--- src/rtl/flag_alu_pkg.sv ---
package flag_alu_pkg;
  typedef enum logic [3:0] {
    OP_ADD    = 4'd0,
    OP_ADDI5  = 4'd1,
    OP_ADDI16 = 4'd2,
    OP_SUB    = 4'd3,
    OP_RSUB   = 4'd4,
    OP_OR     = 4'd5,
    OP_ORI    = 4'd6,
    OP_AND    = 4'd7,
    OP_ANDI   = 4'd8,
    OP_XOR    = 4'd9,
    OP_XORI   = 4'd10,
    OP_NOT    = 4'd11
  } alu_op_e;

  typedef enum logic [1:0] {LF_OR, LF_AND, LF_XOR, LF_NOT} logic_fn_e;
  typedef enum logic [1:0] {CLS_ARITH, CLS_LOGIC, CLS_ANDI, CLS_NONE} op_cls_e;

  localparam int NFLG   = 4;
  localparam int FLG_Z  = 0;
  localparam int FLG_S  = 1;
  localparam int FLG_OV = 2;
  localparam int FLG_CY = 3;
endpackage

--- src/rtl/alu_opsel.sv ---
module alu_opsel import flag_alu_pkg::*; #(
  parameter int W      = 32,
  parameter int IMM_W  = 16,
  parameter int SIMM_W = 5
) (
  input  logic [3:0]       op_i,
  input  logic [W-1:0]     opa_i,
  input  logic [W-1:0]     opb_i,
  input  logic [IMM_W-1:0] imm_i,
  output logic [W-1:0]     ar_x_o,
  output logic [W-1:0]     ar_y_o,
  output logic             ar_sub_o,
  output logic [W-1:0]     lg_a_o,
  output logic_fn_e        lg_fn_o,
  output op_cls_e          cls_o
);
  localparam int SEXT_S = W - SIMM_W;
  localparam int SEXT_L = W - IMM_W;

  logic [W-1:0] simm_s, simm_l, zimm;
  assign simm_s = {{SEXT_S{imm_i[SIMM_W-1]}}, imm_i[SIMM_W-1:0]};
  assign simm_l = {{SEXT_L{imm_i[IMM_W-1]}}, imm_i};
  assign zimm   = {{SEXT_L{1'b0}}, imm_i};

  always_comb begin
    ar_x_o   = opb_i;
    ar_y_o   = opa_i;
    ar_sub_o = 1'b0;
    lg_a_o   = opa_i;
    lg_fn_o  = LF_OR;
    cls_o    = CLS_NONE;
    case (op_i)
      OP_ADD:    cls_o = CLS_ARITH;
      OP_ADDI5:  begin cls_o = CLS_ARITH; ar_y_o = simm_s; end
      OP_ADDI16: begin cls_o = CLS_ARITH; ar_y_o = simm_l; end
      OP_SUB:    begin cls_o = CLS_ARITH; ar_sub_o = 1'b1; end
      OP_RSUB: begin
        cls_o    = CLS_ARITH;
        ar_sub_o = 1'b1;
        ar_x_o   = opa_i;
        ar_y_o   = opb_i;
      end
      OP_OR:   cls_o = CLS_LOGIC;
      OP_ORI:  begin cls_o = CLS_LOGIC; lg_a_o = zimm; end
      OP_AND:  begin cls_o = CLS_LOGIC; lg_fn_o = LF_AND; end
      OP_ANDI: begin cls_o = CLS_ANDI;  lg_fn_o = LF_AND; lg_a_o = zimm; end
      OP_XOR:  begin cls_o = CLS_LOGIC; lg_fn_o = LF_XOR; end
      OP_XORI: begin cls_o = CLS_LOGIC; lg_fn_o = LF_XOR; lg_a_o = zimm; end
      OP_NOT:  begin cls_o = CLS_LOGIC; lg_fn_o = LF_NOT; end
      default: cls_o = CLS_NONE;
    endcase
  end
endmodule

--- src/rtl/alu_arith.sv ---
module alu_arith #(
  parameter int W = 32
) (
  input  logic [W-1:0] x_i,
  input  logic [W-1:0] y_i,
  input  logic         sub_i,
  output logic [W-1:0] sum_o,
  output logic         cy_o,
  output logic         ov_o
);
  logic [W:0] wide;
  // for subtraction the bit above the top is the unsigned borrow
  assign wide  = sub_i ? ({1'b0, x_i} - {1'b0, y_i}) : ({1'b0, x_i} + {1'b0, y_i});
  assign sum_o = wide[W-1:0];
  assign cy_o  = wide[W];
  assign ov_o  = ((x_i[W-1] ^ y_i[W-1]) == sub_i) && (sum_o[W-1] != x_i[W-1]);
endmodule

--- src/rtl/alu_logic.sv ---
module alu_logic import flag_alu_pkg::*; #(
  parameter int W = 32
) (
  input  logic [W-1:0] a_i,
  input  logic [W-1:0] b_i,
  input  logic_fn_e    fn_i,
  output logic [W-1:0] res_o
);
  always_comb begin
    case (fn_i)
      LF_OR:   res_o = b_i | a_i;
      LF_AND:  res_o = b_i & a_i;
      LF_XOR:  res_o = b_i ^ a_i;
      default: res_o = ~a_i;
    endcase
  end
endmodule

--- src/rtl/flag_alu.sv ---
module flag_alu import flag_alu_pkg::*; #(
  parameter int W      = 32,
  parameter int IMM_W  = 16,
  parameter int SIMM_W = 5
) (
  input  logic             clk_i,
  input  logic             rst_ni,
  input  logic [3:0]       op_i,
  input  logic [W-1:0]     opa_i,
  input  logic [W-1:0]     opb_i,
  input  logic [IMM_W-1:0] imm_i,
  input  logic             upd_i,
  output logic [W-1:0]     res_o,
  output logic [NFLG-1:0]  flags_next_o,
  output logic [NFLG-1:0]  flags_o
);
  logic [W-1:0]    ar_x, ar_y, ar_sum, lg_a, lg_res;
  logic            ar_sub, ar_cy, ar_ov, zero;
  logic_fn_e       lg_fn;
  op_cls_e         cls;
  logic [NFLG-1:0] flags_q;

  alu_opsel #(.W(W), .IMM_W(IMM_W), .SIMM_W(SIMM_W)) u_sel (
    .op_i(op_i), .opa_i(opa_i), .opb_i(opb_i), .imm_i(imm_i),
    .ar_x_o(ar_x), .ar_y_o(ar_y), .ar_sub_o(ar_sub),
    .lg_a_o(lg_a), .lg_fn_o(lg_fn), .cls_o(cls)
  );

  alu_arith #(.W(W)) u_arith (
    .x_i(ar_x), .y_i(ar_y), .sub_i(ar_sub),
    .sum_o(ar_sum), .cy_o(ar_cy), .ov_o(ar_ov)
  );

  alu_logic #(.W(W)) u_logic (
    .a_i(lg_a), .b_i(opb_i), .fn_i(lg_fn), .res_o(lg_res)
  );

  always_comb begin
    flags_next_o = flags_q;
    case (cls)
      CLS_ARITH: res_o = ar_sum;
      CLS_LOGIC,
      CLS_ANDI:  res_o = lg_res;
      default:   res_o = '0;
    endcase
    zero = (res_o == '0);
    case (cls)
      CLS_ARITH: begin
        flags_next_o[FLG_Z]  = zero;
        flags_next_o[FLG_S]  = res_o[W-1];
        flags_next_o[FLG_OV] = ar_ov;
        flags_next_o[FLG_CY] = ar_cy;
      end
      CLS_LOGIC: begin
        flags_next_o[FLG_Z]  = zero;
        flags_next_o[FLG_S]  = res_o[W-1];
        flags_next_o[FLG_OV] = 1'b0;
      end
      CLS_ANDI: begin
        flags_next_o[FLG_Z]  = zero;
        flags_next_o[FLG_S]  = 1'b0;
        flags_next_o[FLG_OV] = 1'b0;
      end
      default: ;
    endcase
  end

  always_ff @(posedge clk_i or negedge rst_ni) begin
    if (!rst_ni)    flags_q <= '0;
    else if (upd_i) flags_q <= flags_next_o;
  end

  assign flags_o = flags_q;
endmodule

--- config.mk ---
export PLATFORM = sky130hd
export DESIGN_NAME = flag_alu
export DESIGN_NICKNAME = d
export VERILOG_FILES = /design/src/rtl/flag_alu_pkg.sv /design/src/rtl/alu_opsel.sv /design/src/rtl/alu_arith.sv /design/src/rtl/alu_logic.sv /design/src/rtl/flag_alu.sv
export SDC_FILE = /design/constraint.sdc
export NUM_CORES = 1
export LEC_CHECK = 0
export ABC_AREA = 1
export BUFFER_PORTS_ARGS = -buffer_cell sky130_fd_sc_hd__buf_2
export CAP_MARGIN = 5
export CORE_AREA = 2 2 123 125
export DETAILED_ROUTE_END_ITERATION = 7
export DIE_AREA = 0 0 125 127
export GPL_ROUTABILITY_DRIVEN = 1
export PLACE_DENSITY = 0.84
export SLEW_MARGIN = 20
export SYNTH_ARGS = -nofsm -noshare
export SYNTH_HDL_FRONTEND = slang
export SYNTH_SLANG_ARGS = --single-unit
--- constraint.sdc ---
create_clock -name clk_i -period 10.4 [get_ports clk_i]
set_input_delay 0.52 -clock clk_i [delete_from_list [all_inputs] [get_ports clk_i]]
set_output_delay 0.52 -clock clk_i [all_outputs]
set_load 0.005 [all_outputs]
Word-level counts from Yosys, hierarchy flattened:

Index checks and enable logic that the tools add are counted.

* RAM bits: 0
* word-level logic and storage cells: 48
* register bits after elaboration: 4
* ROM bits: 0
* output and inout bits: 40
* memories kept: 0
* bits in latches: 0
* input port bits: 87

* $lt $le $gt $ge: 0
* add/subtract/negate cells: 2
* bitwise logic cells: 5
* shift-type cells: 0
* multipliers: 0
* reduce and logical (&&, ||, !) cells: 12
* div/mod/pow operators: 0
* multiplexer cells: 11
* equal/unequal tests: 17

Operator list (count)
* $pmux 32 s3: 2
* $mux 32: 2
* $pmux 32 s2: 1
* $add 32x32->33: 1
* $mux 33: 1
* $sub 32x32->33: 1
* $and 32x32->32: 1
* $logic_not 32->1: 1
* $not 32->32: 1
* $or 32x32->32: 1
* $xor 32x32->32: 1
* $eq 4x3->1 const B: 4
* $eq 4x4->1 const B: 4
* $pmux 2 s3: 2
* $pmux 3 s3: 1
* $eq 4x2->1 const B: 2
* $reduce_or 2->1: 4
* $reduce_or 6->1: 1
* $reduce_or 5->1: 1
* $eq 2x1->1 const B: 2
* $eq 2x2->1 const B: 2
* $eq 4x1->1 const B: 1
* $logic_not 2->1: 2
* $logic_not 4->1: 1
* other kinds (6): 7

Logic depth before layout (Yosys ltp):

* word-level depth: 8
* depth in mapped cells: 37
* depth with buffers taken out: 37

By module:

Synthesis repeated with hierarchy kept, for this count alone.

* cell total of the unflattened synthesis: 1576
* area, all modules: 8130.3 um^2

Modules (own cells, without submodules)
* alu_arith: area an instance 3184.3 um^2, cells each 610, sequential area each 0.0 um^2, instances 1
* alu_logic: area an instance 2070.7 um^2, cells each 344, sequential area each 0.0 um^2, instances 1
* alu_opsel: area an instance 1805.5 um^2, cells each 413, sequential area each 0.0 um^2, instances 1
* flag_alu: area an instance 1069.8 um^2, cells each 209, sequential area each 100.1 um^2, instances 1

Worst setup path after synthesis:

Ideal clock, no wire load.

* path type: in2out
* from: in op_i[1]
* to: out flags_next_o[2]
* setup slack: 6.037 ns
* data required time: 9.880 ns
* path buffers: 1
* stages: 30
* arrival: 3.843 ns
* cell sequence: inv_1 nand2_1 nor2_8 nor2_8 nand2_8 buf_6 o21a_1 ha_1 nand2_1 nor2_1 nand2_1 nor2_4 inv_2 o21ai_4 inv_2 nor2_2 xor2_1 ha_1 nand2_1 nand2_1 inv_1 nand2_1 o21bai_1 a21oi_1 nand2_1 nand2_1 nand2_1 and3_1 o21ai_0 nand2_1

* cells in the longest elaborated chain, start to end: 7
* elaborated cells on any way between the ends: 30
* classes of those cells: 2 x add/sub; 15 x eq/ne; 6 x mux; 1 x bitwise; 6 x reduce/logical

RTL lines
* start: declaration: line flag_alu.sv:8 `input logic [3:0] op_i,`
* $eq 4x3->1, or another cell as far along: line alu_opsel.sv:32 `case (op_i)`
* $pmux 32 s3, or another cell as far along: line alu_opsel.sv:32
* $add 32x32->33, or another cell as far along: line alu_arith.sv:13 `assign wide = sub_i ? ({1'b0, x_i} - {1'b0, y_i}) : ({1'b0, x_i} + {1'b0, y_i});`
* $mux 33: line alu_arith.sv:13
* $ne 1x1->1: line alu_arith.sv:16 `assign ov_o = ((x_i[W-1] ^ y_i[W-1]) == sub_i) && (sum_o[W-1] != x_i[W-1]);`
* $logic_and 1x1->1: line alu_arith.sv:16
* $pmux 3 s3 *: line flag_alu.sv:47 `case (cls)`
* end: declaration: line flag_alu.sv:14 `output logic [NFLG-1:0] flags_next_o,`

Mark *: on every way between the ends. The rest lies on a longest branch, timed or not.

Final worst setup path:

* from: in op_i[1]
* to: out flags_next_o[0]

* cells in the longest elaborated chain, start to end: 8
* elaborated cells on any way between the ends: 42
* classes of those cells: 2 x add/sub; 15 x eq/ne; 10 x mux; 4 x bitwise; 11 x reduce/logical

RTL lines (line)
* branches (longest 7 deep; another with $add 32x32->33)
* $pmux 3 s3 *: flag_alu.sv:47

Mark *: on every way between the ends.

==> impl_metrics.json <==
{
  "switching_share": 0.605,
  "layout_common_cells": "nand2_1 (459), inv_1 (269), buf_2 (126)",
  "grt_use_total": 0.338,
  "synth_nets": 1667,
  "cts_resized": 0,
  "grt_max_degree": 94,
  "start_util": 0.540,
  "place_area_sq_um": 8480,
  "die_x_um": 125,
  "reg2reg_slack_ps": 9470,
  "dp_hpwl_um": 22700,
  "worst-slew-pin-transition_ps": 1080,
  "dp_cells": 1744,
  "antennaDiodeCount": 0,
  "io_pins": 127,
  "root_buffer": "clkbuf_16",
  "rsz0062_at_grt": "no",
  "p_per_area_nw_per_um2": 82.6,
  "max_freq_mhz": 160,
  "synthCells": 1472,
  "ff2ff_path_depth": 3,
  "dp_slack_ps": 4420,
  "grt_pass1_wl_um": 44600,
  "synth_area_sq_um": 7790,
  "core_area_sq_um": 14400,
  "slew_headroom": 0.275,
  "fin_setup_tns_ps": 0,
  "cp_slowest_cell": "nand2_4",
  "utilization": 0.593,
  "worstReg2RegStart": "flags_o[3]",
  "ir_drop_v": 0.0000487,
  "vias_per_cell": 5.67,
  "endpoint": "flags_next_o[0]",
  "num_vias": 9905,
  "clk_pin_slew_ps": 30,
  "ys.warnings.count": 0,
  "final_area_sq_um": 8550,
  "p_sw_mw": 0.427,
  "drv_cap": 0,
  "fin_crit_ps": 6250,
  "fp.dieArea_sq_um": 15900,
  "fin_ws_ps": 4150,
  "clkLatencyLatePin_ps": 230,
  "layout_commonest_cell": "nand2_1",
  "clock_power_share": 0.086,
  "worstPathMaxFanout": 93,
  "critical_path_class": "in2out",
  "numCtsBuffers": 3,
  "timing.critical_path.required_ps": 9880,
  "drtIter0Drc": 1663,
  "synth_seq_cells": 4,
  "die_h_um": 127,
  "final_hold_viol_count": 0,
  "cts_setup_buffers": 0,
  "drive_gt1_frac": 0.127,
  "end_kind": "output port",
  "crit_path_start": "op_i[1]",
  "nNetsFinal": 1760,
  "htree_levels": 1,
  "power_frac_seq": 0.028,
  "start_kind": "input pin",
  "antenna_left": 0,
  "period_share": 0.601,
  "cts.sinks": 4,
  "final_cells": 1747,
  "synth.avg_cell_area_sq_um": 5.29,
  "ys_types": 52,
  "firstDrtPassIters": 7,
  "routabilityCongestion": 1.05,
  "cts_max_path_buffers": 2,
  "cts-hold-fix-buffers": 0,
  "grt_pass1_vias": 9059,
  "io_buffers": 126,
  "comb_power_share": 0.886,
  "route.detailed.drc": 0,
  "area_growth_syn_to_layout_pct": 9.81,
  "yosysSeqAreaShare": 0.0128,
  "internal_power_mw": 0.279,
  "r2r-end": "flags_o[3]",
  "slowest_delay_ps": 500,
  "status": "complete, no violations",
  "largest_reg_flops": 4,
  "antenna_found_initial": 0,
  "worstPathArrival_ps": 5730,
  "tritoncts": "yes",
  "wl_um": 28000,
  "hp-class": "in2async",
  "row_count": 44,
  "wl_per_cell_um": 16.0,
  "p_leak_nw": 5.25,
  "slew_viol_final": 0,
  "grt_overflow": 0,
  "clock_skew_ps": 0,
  "setup_viol": 0
}
## through the flow
step	power (mW)	hold slack, ps
6_report	0.706	91.2
5_1_grt	0.777	98.4
4_1_cts	0.685	94.2
3_5_place_dp	0.620	329
3_3_place_gp	0.611	329
2_1_floorplan	0.447	224
## final cells by class
class | count | area (sq um)
repair buffers | 132 | 676
well taps | 184 | 230
fillers | 1458 | 5870
clock buffers | 3 | 75.1
inverters | 283 | 1060
multi-input cells | 1141 | 6410
flip-flops and latches | 4 | 100
## power groups by stage
stage                     clock, mW  sequential (mW)  combinational, mW
after floorplan                   0           0.0197              0.427
after global placement            0           0.0195              0.591
after detailed placement          0           0.0194              0.600
after CTS                    0.0606           0.0195              0.605
after global routing         0.0616           0.0196              0.696
final                        0.0607           0.0196              0.626
## critical path: cells and delay by family
kind	cells	cell delay, ps
simple gates	19	3440
xor+xnor	1	180
compound gates	2	550
buf+inv	6	660
fa+ha+maj	1	360
## worst min-delay path by stage
stage | startpoint | endpoint | slack [ps]
after CTS | rst_ni | flags_o[1] | 90
after detailed placement | rst_ni | flags_o[1] | 330
after floorplan | rst_ni | flags_o[0] | 220
after global placement | rst_ni | flags_o[1] | 330
final | rst_ni | flags_o[3] | 90
after global routing | rst_ni | flags_o[1] | 100
## synthesized netlist by cell type (all sizes together)
| library cell | count | area, sq um |
|---|---|---|
| or2 | 9 | 58.8 |
| nor3 | 20 | 136 |
| o22ai | 16 | 113 |
| o21bai | 4 | 30.0 |
| nor2 | 123 | 544 |
| nand4 | 15 | 100 |
| a21o | 1 | 7.51 |
| nand2 | 466 | 1800 |
| dfrtp | 4 | 100 |
| o221ai | 4 | 35.0 |
| o211ai | 37 | 278 |
| a21oi | 88 | 467 |
| nand3 | 117 | 591 |
| xor2 | 21 | 184 |
| ha | 107 | 1340 |
| o31a | 1 | 8.76 |
| nand3b | 20 | 150 |
| inv | 282 | 1060 |
| and2 | 4 | 25.0 |
| buf | 25 | 159 |
| a31oi | 1 | 6.26 |
| fa | 1 | 20.0 |
| and3 | 2 | 12.5 |
| o21a | 1 | 7.51 |
| clkinv | 1 | 3.75 |
| nor3b | 1 | 7.51 |
| xnor2 | 10 | 87.6 |
| o21ai | 69 | 368 |
| clkbuf | 19 | 71.3 |
| nor4 | 3 | 18.8 |
## metal layers
metal	vias to the layer above	track usage	routed length [um]
li1	4845	-	-
met1	4381	0.471	11900
met2	612	0.525	11700
met3	67	0.0800	3550
met4	0	0.0902	839
met5	-	0	0
## logic make-up after synthesis
| logic type | share of synthesized area |
|---|---|
| AO/OA/AOI/OAI | 0.169 |
| XOR/XNOR | 0.0349 |
| adder cells (fa/ha/maj) | 0.174 |
| buffers and inverters | 0.166 |
| flip-flops | 0.0128 |
| AND/OR/NAND/NOR | 0.442 |
Power figures use the tool's default switching activity.
